## src/rtl/sirq_pkg.sv

```systemverilog
package sirq_pkg;

  typedef enum logic [3:0] {
    SEL_MSTAT   = 4'd0,
    SEL_RAW     = 4'd1,
    SEL_ENSET   = 4'd2,
    SEL_ENCLR   = 4'd3,
    SEL_SOFTSET = 4'd4,
    SEL_SOFTCLR = 4'd5,
    SEL_PTSET   = 4'd6,
    SEL_PTCLR   = 4'd7,
    SEL_NONE    = 4'd15
  } sirq_sel_e;

  // Word indices that carry behaviour (software layout).
  localparam int unsigned W_MSTAT = 0;
  localparam int unsigned W_RAW   = 1;
  localparam int unsigned W_EN    = 2;
  localparam int unsigned W_ENCLR = 3;
  localparam int unsigned W_SOFT  = 4;
  localparam int unsigned W_SOFTC = 5;
  localparam int unsigned W_PT    = 8;
  localparam int unsigned W_PTCLR = 9;

  function automatic sirq_sel_e word_decode(input logic [31:0] w);
    sirq_sel_e s;
    case (w)
      W_MSTAT: s = SEL_MSTAT;
      W_RAW:   s = SEL_RAW;
      W_EN:    s = SEL_ENSET;
      W_ENCLR: s = SEL_ENCLR;
      W_SOFT:  s = SEL_SOFTSET;
      W_SOFTC: s = SEL_SOFTCLR;
      W_PT:    s = SEL_PTSET;
      W_PTCLR: s = SEL_PTCLR;
      default: s = SEL_NONE;
    endcase
    return s;
  endfunction

endpackage

```

## src/rtl/sirq_ctrl_regs.sv

```systemverilog
module sirq_ctrl_regs
  import sirq_pkg::*;
#(
  parameter int NSRC  = 32,
  parameter int PT_LO = 21,
  parameter int PT_HI = 30
) (
  input  logic            clk,
  input  logic            rst_n,
  input  logic            wr_stb,
  input  sirq_sel_e       sel,
  input  logic [NSRC-1:0] wdata,
  output logic [NSRC-1:0] mask_q,
  output logic [NSRC-1:0] pten_q,
  output logic            soft_q,
  output logic [NSRC-1:0] mask_nxt,
  output logic [NSRC-1:0] pten_nxt,
  output logic            soft_nxt
);

  logic [NSRC-1:0] pt_allow;

  // Which sources may use a dedicated parent line.
  for (genvar i = 0; i < NSRC; i++) begin : g_allow
    if (i >= PT_LO && i <= PT_HI) begin : g_in
      assign pt_allow[i] = 1'b1;
    end else begin : g_out
      assign pt_allow[i] = 1'b0;
    end
  end

  logic wdata_any;
  assign wdata_any = |wdata;

  always_comb begin
    mask_nxt = mask_q;
    pten_nxt = pten_q;
    soft_nxt = soft_q;
    if (wr_stb) begin
      case (sel)
        SEL_ENSET:   mask_nxt = mask_q | wdata;
        SEL_ENCLR:   mask_nxt = mask_q & ~wdata;
        SEL_SOFTSET: if (wdata_any) soft_nxt = 1'b1;
        SEL_SOFTCLR: if (wdata_any) soft_nxt = 1'b0;
        SEL_PTSET:   pten_nxt = pten_q | (wdata & pt_allow);
        SEL_PTCLR:   pten_nxt = pten_q & ~wdata;
        default:     ;
      endcase
    end
  end

  always_ff @(posedge clk or negedge rst_n) begin
    if (!rst_n) begin
      mask_q <= '0;
      pten_q <= '0;
      soft_q <= 1'b0;
    end else begin
      mask_q <= mask_nxt;
      pten_q <= pten_nxt;
      soft_q <= soft_nxt;
    end
  end

endmodule

```

## src/rtl/sirq_rd_port.sv

```systemverilog
module sirq_rd_port
  import sirq_pkg::*;
#(
  parameter int NSRC = 32
) (
  input  logic            clk,
  input  logic            rst_n,
  input  logic            rd_stb,
  input  sirq_sel_e       sel,
  input  logic [NSRC-1:0] level,
  input  logic [NSRC-1:0] mask_q,
  input  logic [NSRC-1:0] pten_q,
  output logic            rd_valid,
  output logic [NSRC-1:0] rd_data
);

  logic [NSRC-1:0] rd_mux;

  always_comb begin
    rd_mux = '0;
    case (sel)
      SEL_MSTAT:   rd_mux = level & mask_q;
      SEL_RAW:     rd_mux = level;
      SEL_ENSET:   rd_mux = mask_q;
      SEL_SOFTSET: rd_mux[0] = level[0];
      SEL_PTSET:   rd_mux = pten_q;
      default:     rd_mux = '0;
    endcase
  end

  always_ff @(posedge clk or negedge rst_n) begin
    if (!rst_n) begin
      rd_valid <= 1'b0;
      rd_data  <= '0;
    end else begin
      rd_valid <= rd_stb;
      rd_data  <= rd_stb ? rd_mux : '0;
    end
  end

endmodule

```

## src/rtl/sirq_out_stage.sv

```systemverilog
module sirq_out_stage #(
  parameter int NSRC  = 32,
  parameter int PT_LO = 21,
  parameter int PT_HI = 30
) (
  input  logic            clk,
  input  logic            rst_n,
  input  logic [NSRC-1:0] level_nxt,
  input  logic [NSRC-1:0] mask_nxt,
  input  logic [NSRC-1:0] pten_nxt,
  output logic            parent_irq,
  output logic [NSRC-1:0] pass_irq
);

  always_ff @(posedge clk or negedge rst_n) begin
    if (!rst_n) parent_irq <= 1'b0;
    else        parent_irq <= |(level_nxt & mask_nxt);
  end

  for (genvar i = 0; i < NSRC; i++) begin : g_line
    if (i >= PT_LO && i <= PT_HI) begin : g_pt
      logic line_q;
      always_ff @(posedge clk or negedge rst_n) begin
        if (!rst_n) line_q <= 1'b0;
        else        line_q <= pten_nxt[i] & level_nxt[i];
      end
      assign pass_irq[i] = line_q;
    end else begin : g_tie
      assign pass_irq[i] = 1'b0;
    end
  end

endmodule

```

## src/rtl/sirq_router.sv

```systemverilog
module sirq_router
  import sirq_pkg::*;
#(
  parameter int NSRC   = 32,
  parameter int ADDR_W = 10,
  parameter int PT_LO  = 21,
  parameter int PT_HI  = 30
) (
  input  logic              clk,
  input  logic              rst_n,
  input  logic [NSRC-1:0]   irq_src,
  input  logic              bus_en,
  input  logic              bus_we,
  input  logic [ADDR_W-1:0] bus_addr,
  input  logic [NSRC-1:0]   bus_wdata,
  output logic              rd_valid,
  output logic [NSRC-1:0]   rd_data,
  output logic              parent_irq,
  output logic [NSRC-1:0]   pass_irq
);

  localparam logic [NSRC-1:0] SOFT_BIT = NSRC'(1);

  sirq_sel_e       sel;
  logic            wr_stb, rd_stb;
  logic [NSRC-1:0] mask_q, pten_q, mask_nxt, pten_nxt;
  logic            soft_q, soft_nxt;
  logic [NSRC-1:0] level_cur, level_nxt;

  assign sel    = word_decode(32'(bus_addr));
  assign wr_stb = bus_en & bus_we;
  assign rd_stb = bus_en & ~bus_we;

  assign level_cur = irq_src | (soft_q   ? SOFT_BIT : '0);
  assign level_nxt = irq_src | (soft_nxt ? SOFT_BIT : '0);

  sirq_ctrl_regs #(.NSRC(NSRC), .PT_LO(PT_LO), .PT_HI(PT_HI)) u_regs (
    .clk(clk), .rst_n(rst_n), .wr_stb(wr_stb), .sel(sel), .wdata(bus_wdata),
    .mask_q(mask_q), .pten_q(pten_q), .soft_q(soft_q),
    .mask_nxt(mask_nxt), .pten_nxt(pten_nxt), .soft_nxt(soft_nxt)
  );

  sirq_rd_port #(.NSRC(NSRC)) u_rd (
    .clk(clk), .rst_n(rst_n), .rd_stb(rd_stb), .sel(sel), .level(level_cur),
    .mask_q(mask_q), .pten_q(pten_q), .rd_valid(rd_valid), .rd_data(rd_data)
  );

  sirq_out_stage #(.NSRC(NSRC), .PT_LO(PT_LO), .PT_HI(PT_HI)) u_out (
    .clk(clk), .rst_n(rst_n), .level_nxt(level_nxt), .mask_nxt(mask_nxt),
    .pten_nxt(pten_nxt), .parent_irq(parent_irq), .pass_irq(pass_irq)
  );

endmodule

```

## config.mk

```make
export PLATFORM = sky130hd
export DESIGN_NAME = sirq_router
export DESIGN_NICKNAME = d
export VERILOG_FILES = /design/src/rtl/sirq_pkg.sv /design/src/rtl/sirq_ctrl_regs.sv /design/src/rtl/sirq_rd_port.sv /design/src/rtl/sirq_out_stage.sv /design/src/rtl/sirq_router.sv
export SDC_FILE = /design/constraint.sdc
export NUM_CORES = 1
export LEC_CHECK = 0
export BUFFER_PORTS_ARGS = -buffer_cell sky130_fd_sc_hd__buf_2
export CAP_MARGIN = 20
export CORE_ASPECT_RATIO = 0.75
export CORE_MARGIN = 1.5
export CORE_UTILIZATION = 34
export CTS_CLUSTER_SIZE = 30
export DETAILED_ROUTE_END_ITERATION = 8
export PLACE_DENSITY = 0.65
export SLEW_MARGIN = 0
export SYNTH_ARGS = -nofsm -noshare
export SYNTH_HDL_FRONTEND = slang
export SYNTH_HIERARCHICAL = 1
export SYNTH_SLANG_ARGS = --single-unit
```

## constraint.sdc

```tcl
create_clock -name clk -period 1.8 [get_ports clk]
set_input_delay 0.18 -clock clk [delete_from_list [all_inputs] [get_ports clk]]
set_output_delay 0.18 -clock clk [all_outputs]
set_load 0.05 [all_outputs]
```

# After elaboration in Yosys (flattened, before gate mapping)
# Memory sizes are Yosys's and may differ from the RTL's.
# Cells that the tools add are included.
# totals
register_bits	109
rom_bits	64
input_bits	78
out_inout_bits	66
word_cells	68
mem_count	1
# mem_list
memory	depth	width	read_ports	rd_ports_with_merged_regs	wr	line_no	source
(name not given)	16	4	1	0	0	sirq_pkg.sv:27	case (w)
# classes
n_eq_ne	7
mux	14
bitwise	22
reduce_logical	7
# op_table
op	n
$and 32x32->32	4
$pmux 32 s2	2
$pmux 31 s4	1
$mux 32	2
$or 32x1->32	2
$reduce_or 32->1	2
$not 32->32	1
$or 32x31->32	1
$or 32x32->32	1
$mux 31	1
$eq 4x3->1 const B	4
$and 1x1->1	12
$eq 4x2->1 const B	2
$logic_not 6->1	1
$mux 1	5
$eq 4x1->1 const B	1
$logic_not 4->1	1
$mux 4	1
$pmux 1 s4	1
$pmux 1 s2	1
$reduce_and 2->1	1
$reduce_bool 2->1	1
$reduce_or 2->1	1
$not 1->1	1

# Longest topological paths before layout
# logic_depth
word_depth	9
ltp_mapped	10

# By module
# Netlist, hierarchy kept.
# by_module_without_submodules
mod	n_inst	cells_per_inst	area_per_inst_um2	seq_area_each_um2
sirq_ctrl_regs	1	237	2551.2	1626.6
sirq_rd_port	1	153	1916.8	825.8
sirq_out_stage	1	75	744.5	275.3
sirq_router	1	13	97.6	0.0

# Least setup slack after synthesis
# No wires, ideal clock.
# synth_path
kind	input -> register
start	input bus_addr[3]
end	register u_out.parent_irq
setup_time_ps	138
arrival_time_ps	2227
slack_ps	-565
stages	9
n_path_buf	0
cell_sequence	maj3_2 -> nand3b_1 -> and2b_2 -> o2111ai_2 -> mux2i_1 -> or2_1 -> a22oi_1 -> nand4_1 -> or4_1
# synth_via
elab_chain_len	9
elab_cells_between_ends	14
cone_classes	eq/ne (4); mux (6); bitwise (2); reduce/logical (1); memory (1)
# synth_rtl
element	line_no	source
start: declaration	sirq_router.sv:14	input logic [ADDR_W-1:0] bus_addr,
$mem_v2 16x4 (*)	--	
$mux 4 (*)	sirq_pkg.sv:27	
via sel[3]	sirq_router.sv:24	sirq_sel_e sel;
$eq 4x3->1	sirq_ctrl_regs.sv:40	case (sel)
$pmux 1 s2 (*)	sirq_ctrl_regs.sv:40	
$mux 1 (*)	sirq_ctrl_regs.sv:39	if (wr_stb) begin
via soft_nxt	sirq_router.sv:27	logic soft_q, soft_nxt;
$mux 1 (*)	sirq_router.sv:35	assign level_nxt = irq_src | (soft_nxt ? SOFT_BIT : '0);
$or 32x1->32 (*)	sirq_router.sv:35	
via level_nxt[0]	sirq_router.sv:28	logic [NSRC-1:0] level_cur, level_nxt;
$and 32x32->32 (*)	sirq_out_stage.sv:17	else parent_irq <= |(level_nxt & mask_nxt);
$reduce_or 32->1 (*)	sirq_out_stage.sv:17	
end signal: assignment	sirq_out_stage.sv:17	
end: declaration	sirq_out_stage.sv:11	output logic parent_irq,
# The timed path passes the listed nets; every way through them passes the cells marked *.
# A chain may end at the register's enable or synchronous reset.

# Final worst setup path
# layout_path
start	input bus_addr[2]
end	register u_out.parent_irq
# Same word-level chain as after synthesis.

==> impl_metrics.json <==
{
  "status": "finished, violations left",
  "violations": "negative setup slack",
  "finalMaxSlewViolations": 0,
  "numCtsBuffers": 9,
  "leakage_nw": 3.67,
  "drt-vias-per-instance": 5.23,
  "worstPathRequired_ps": 2030,
  "max_clock_freq_ghz": 0.416,
  "powerDensity_nw_per_um2": 621,
  "antenna_found_initial": 0,
  "synth_xor_area_share_pct": 0,
  "seqPwrFrac_pct": 50.9,
  "fin_util_pct": 50.9,
  "dp_hpwl_mm": 12.2,
  "globalRouteOverflowTotal": 0,
  "finalHoldViolCount": 0,
  "final_common_cell": "buf_2",
  "port_buffers": 121,
  "cts_root_buffer": "clkbuf_16",
  "ir_worst_vdd_mv": 0.378,
  "drt_pass1_iterations": 6,
  "dieWidth_um": 147,
  "netlist_area_sq_um": 5310,
  "drtIter0Drc": 333,
  "final_nets": 778,
  "synth-edff-count": 0,
  "combPwrFrac_pct": 10.9,
  "synth_compound_area_share_pct": 28.1,
  "grt_setup_unrepaired": "true",
  "cts_tree": "done",
  "fin_crit_sh_pct": 133,
  "maxCapViolCount": 0,
  "layout_common_cells": "buf_2, dfrtp_1, buf_4, o21ai_1, nand2_1",
  "worstMarginPinSlew_ps": 530,
  "synthSimpleGateAreaFrac_pct": 11.2,
  "placementRows": 39,
  "p_sw_share_pct": 25.5,
  "p_switching_mw": 1.23,
  "avgSynthCellArea_sq_um": 11.1,
  "drtAntennaViolNets": 0,
  "async_flop_share_pct": 100,
  "dp_cells": 871,
  "setup_tns_ps": -4120,
  "grt_pass1_wl_mm": 25.7,
  "synthAdderAreaFrac_pct": 0.212,
  "cts_max_level": 3,
  "antennaDiodeCount": 0,
  "synth_ff_type": "dfrtp_1",
  "drt-total-wl_mm": 17.2,
  "yosysWarningCount": 6,
  "place_ws_ps": -977,
  "crit_path_end_kind": "flop",
  "synth_top_family_by_area": "compound AO/OA/AOI/OAI gates",
  "die_y_um": 111,
  "maxSlewHeadroom_pct": 64.7,
  "syn_to_final_growth_pct": 45.9,
  "setup_viol": 32,
  "vias": 4754,
  "p_int_mw": 3.58,
  "wl_per_cell_um": 18.9,
  "dieArea_sq_um": 16400,
  "ys_ff_latch": 109,
  "whs_ps": 41.2,
  "min_path_type": "in -> reg",
  "skew_ps": 9.83,
  "layout_min_cycle_time_ps": 2400,
  "critPathArrivalTime_ps": 2630,
  "clock_path_buffers": 2,
  "cp_max_fo": 4,
  "stdcell_count": 909,
  "clockPowerShare_pct": 38.2,
  "clk_latency_ps": 350,
  "synth_cells": 478,
  "seq_area_frac_synth_pct": 51.4,
  "finalWorstSetupSlack_ps": -602,
  "grt_max_degree": 34,
  "critical_path_class": "in -> reg",
  "synth.area.mux_share_pct": 0.189,
  "fp.coreArea_sq_um": 15200,
  "grtUsageTotal_pct": 20.4,
  "pin_count": 144,
  "startpoint_type": "input port",
  "path_clk_slew_ps": 70,
  "drc": 0,
  "start_util_pct": 34.9,
  "synth.distinct_cells": 44,
  "numClockSinks": 109,
  "drive_gt1_share_pct": 53.4,
  "globalplace.congestion": 0.903,
  "grt_pass1_vias": 4651
}
## final timing paths
kind	endpoint	cells after the start	start	slack (ps)
max in group asynchronous	u_regs/pten_q[19]$_DFF_PN0_	3	rst_n	870
hold reg to reg	u_regs/pten_q[4]$_DFF_PN0_	1	u_regs/pten_q[4]$_DFF_PN0_	500
min in group asynchronous	u_regs/mask_q[3]$_DFF_PN0_	2	rst_n	340
setup / recovery	u_out/parent_irq$_DFF_PN0_	11	bus_addr[2]	-600
hold / removal	u_rd/rd_valid$_DFF_PN0_	2	bus_we	40
setup reg to reg	u_out/parent_irq$_DFF_PN0_	6	u_regs/soft_q$_DFF_PN0_	20
## metrics by stage
step	power (mW)	area [sq um]
6_report	4.81	7750
5_1_grt	4.97	7750
4_1_cts	4.83	7120
3_5_place_dp	2.99	6790
3_3_place_gp	2.99	6790
2_1_floorplan	2.69	5420
## cell type report
| class | instances | area (sq um) |
|---|---|---|
| clock buffer | 10 | 229 |
| clock inverter | 5 | 37.5 |
| fill | 1376 | 7480 |
| inverter | 2 | 7.51 |
| multi-input combinational | 327 | 2540 |
| sequential | 109 | 2730 |
| tap | 205 | 256 |
| timing repair buffer | 251 | 1950 |
## timing repair
action                                  CTS  global route
gates cloned                              0             3
gates resized for setup                  12           115
pin swaps                                11            47
endpoints found under the setup margin   62            70
hold buffers                              1             0
buffers inserted                          1            19
endpoints found under the hold margin    29             0
## per-layer routing
metal / vias to the layer above / global-route usage [%] / share of wire, %
met3: 27 / 3.79 / 7.5
met4: 0 / 5.60 / 1.4
met5: - / 0 / 0
met1: 2349 / 29.4 / 44
li1: 2140 / - / -
met2: 238 / 31.5 / 47
## power groups by stage
stage / clock network [mW] / registers (mW) / logic, mW
after floorplan: 0 / 2.50 / 0.189
after global placement: 0 / 2.50 / 0.492
after detailed placement: 0 / 2.50 / 0.497
after CTS: 1.88 / 2.45 / 0.502
after global routing: 1.97 / 2.45 / 0.556
final: 1.84 / 2.45 / 0.522
## sequential cells by signal, summed over array words and instances (netlist names)
name / cells
u_out/g_line.g_pt.line_q: 10
u_regs/pten_q: 32
u_regs/mask_q: 32
u_rd/rd_data: 32
u_rd/rd_valid: 1
u_out/parent_irq: 1
u_regs/soft_q: 1
## kinds of logic (layout without fill, tap and decap cells)
family | count (synthesis) | count (layout)
AO/OA/AOI/OAI | 188 | 188
adder cells (fa/ha/maj) | 1 | 1
buffers and inverters | 64 | 268
flip-flops | 109 | 109
multiplexers | 1 | 1
other | 1 | 22
AND/OR/NAND/NOR | 114 | 115
## Yosys cell counts (all sizes together) (2+ instances only)
cell / number / area (sq um)
nor2b: 2 / 12.5
o221ai: 31 / 459
o21a: 22 / 165
o21ai: 85 / 425
and2: 11 / 68.8
nand4: 6 / 37.5
a22oi: 16 / 130
nor2: 6 / 22.5
a21oi: 31 / 268
or2: 2 / 12.5
bufbuf: 3 / 56.3
nand3: 4 / 25.0
clkbuf: 8 / 42.5
nor4: 9 / 96.3
inv: 2 / 7.51
nand2: 66 / 248
buf: 51 / 363
dfrtp: 109 / 2730
## worst max-delay path: stages
cell and delay [ps]:
buf_6 90, maj3_2 300, nand3b_1 250, buf_6 180
and2b_2 220, o2111ai_2 100, mux2i_1 160, or2_1 240
a22oi_2 240, nand4_1 160, or4_4 500
No activity file was read; power rests on OpenSTA's default activity.
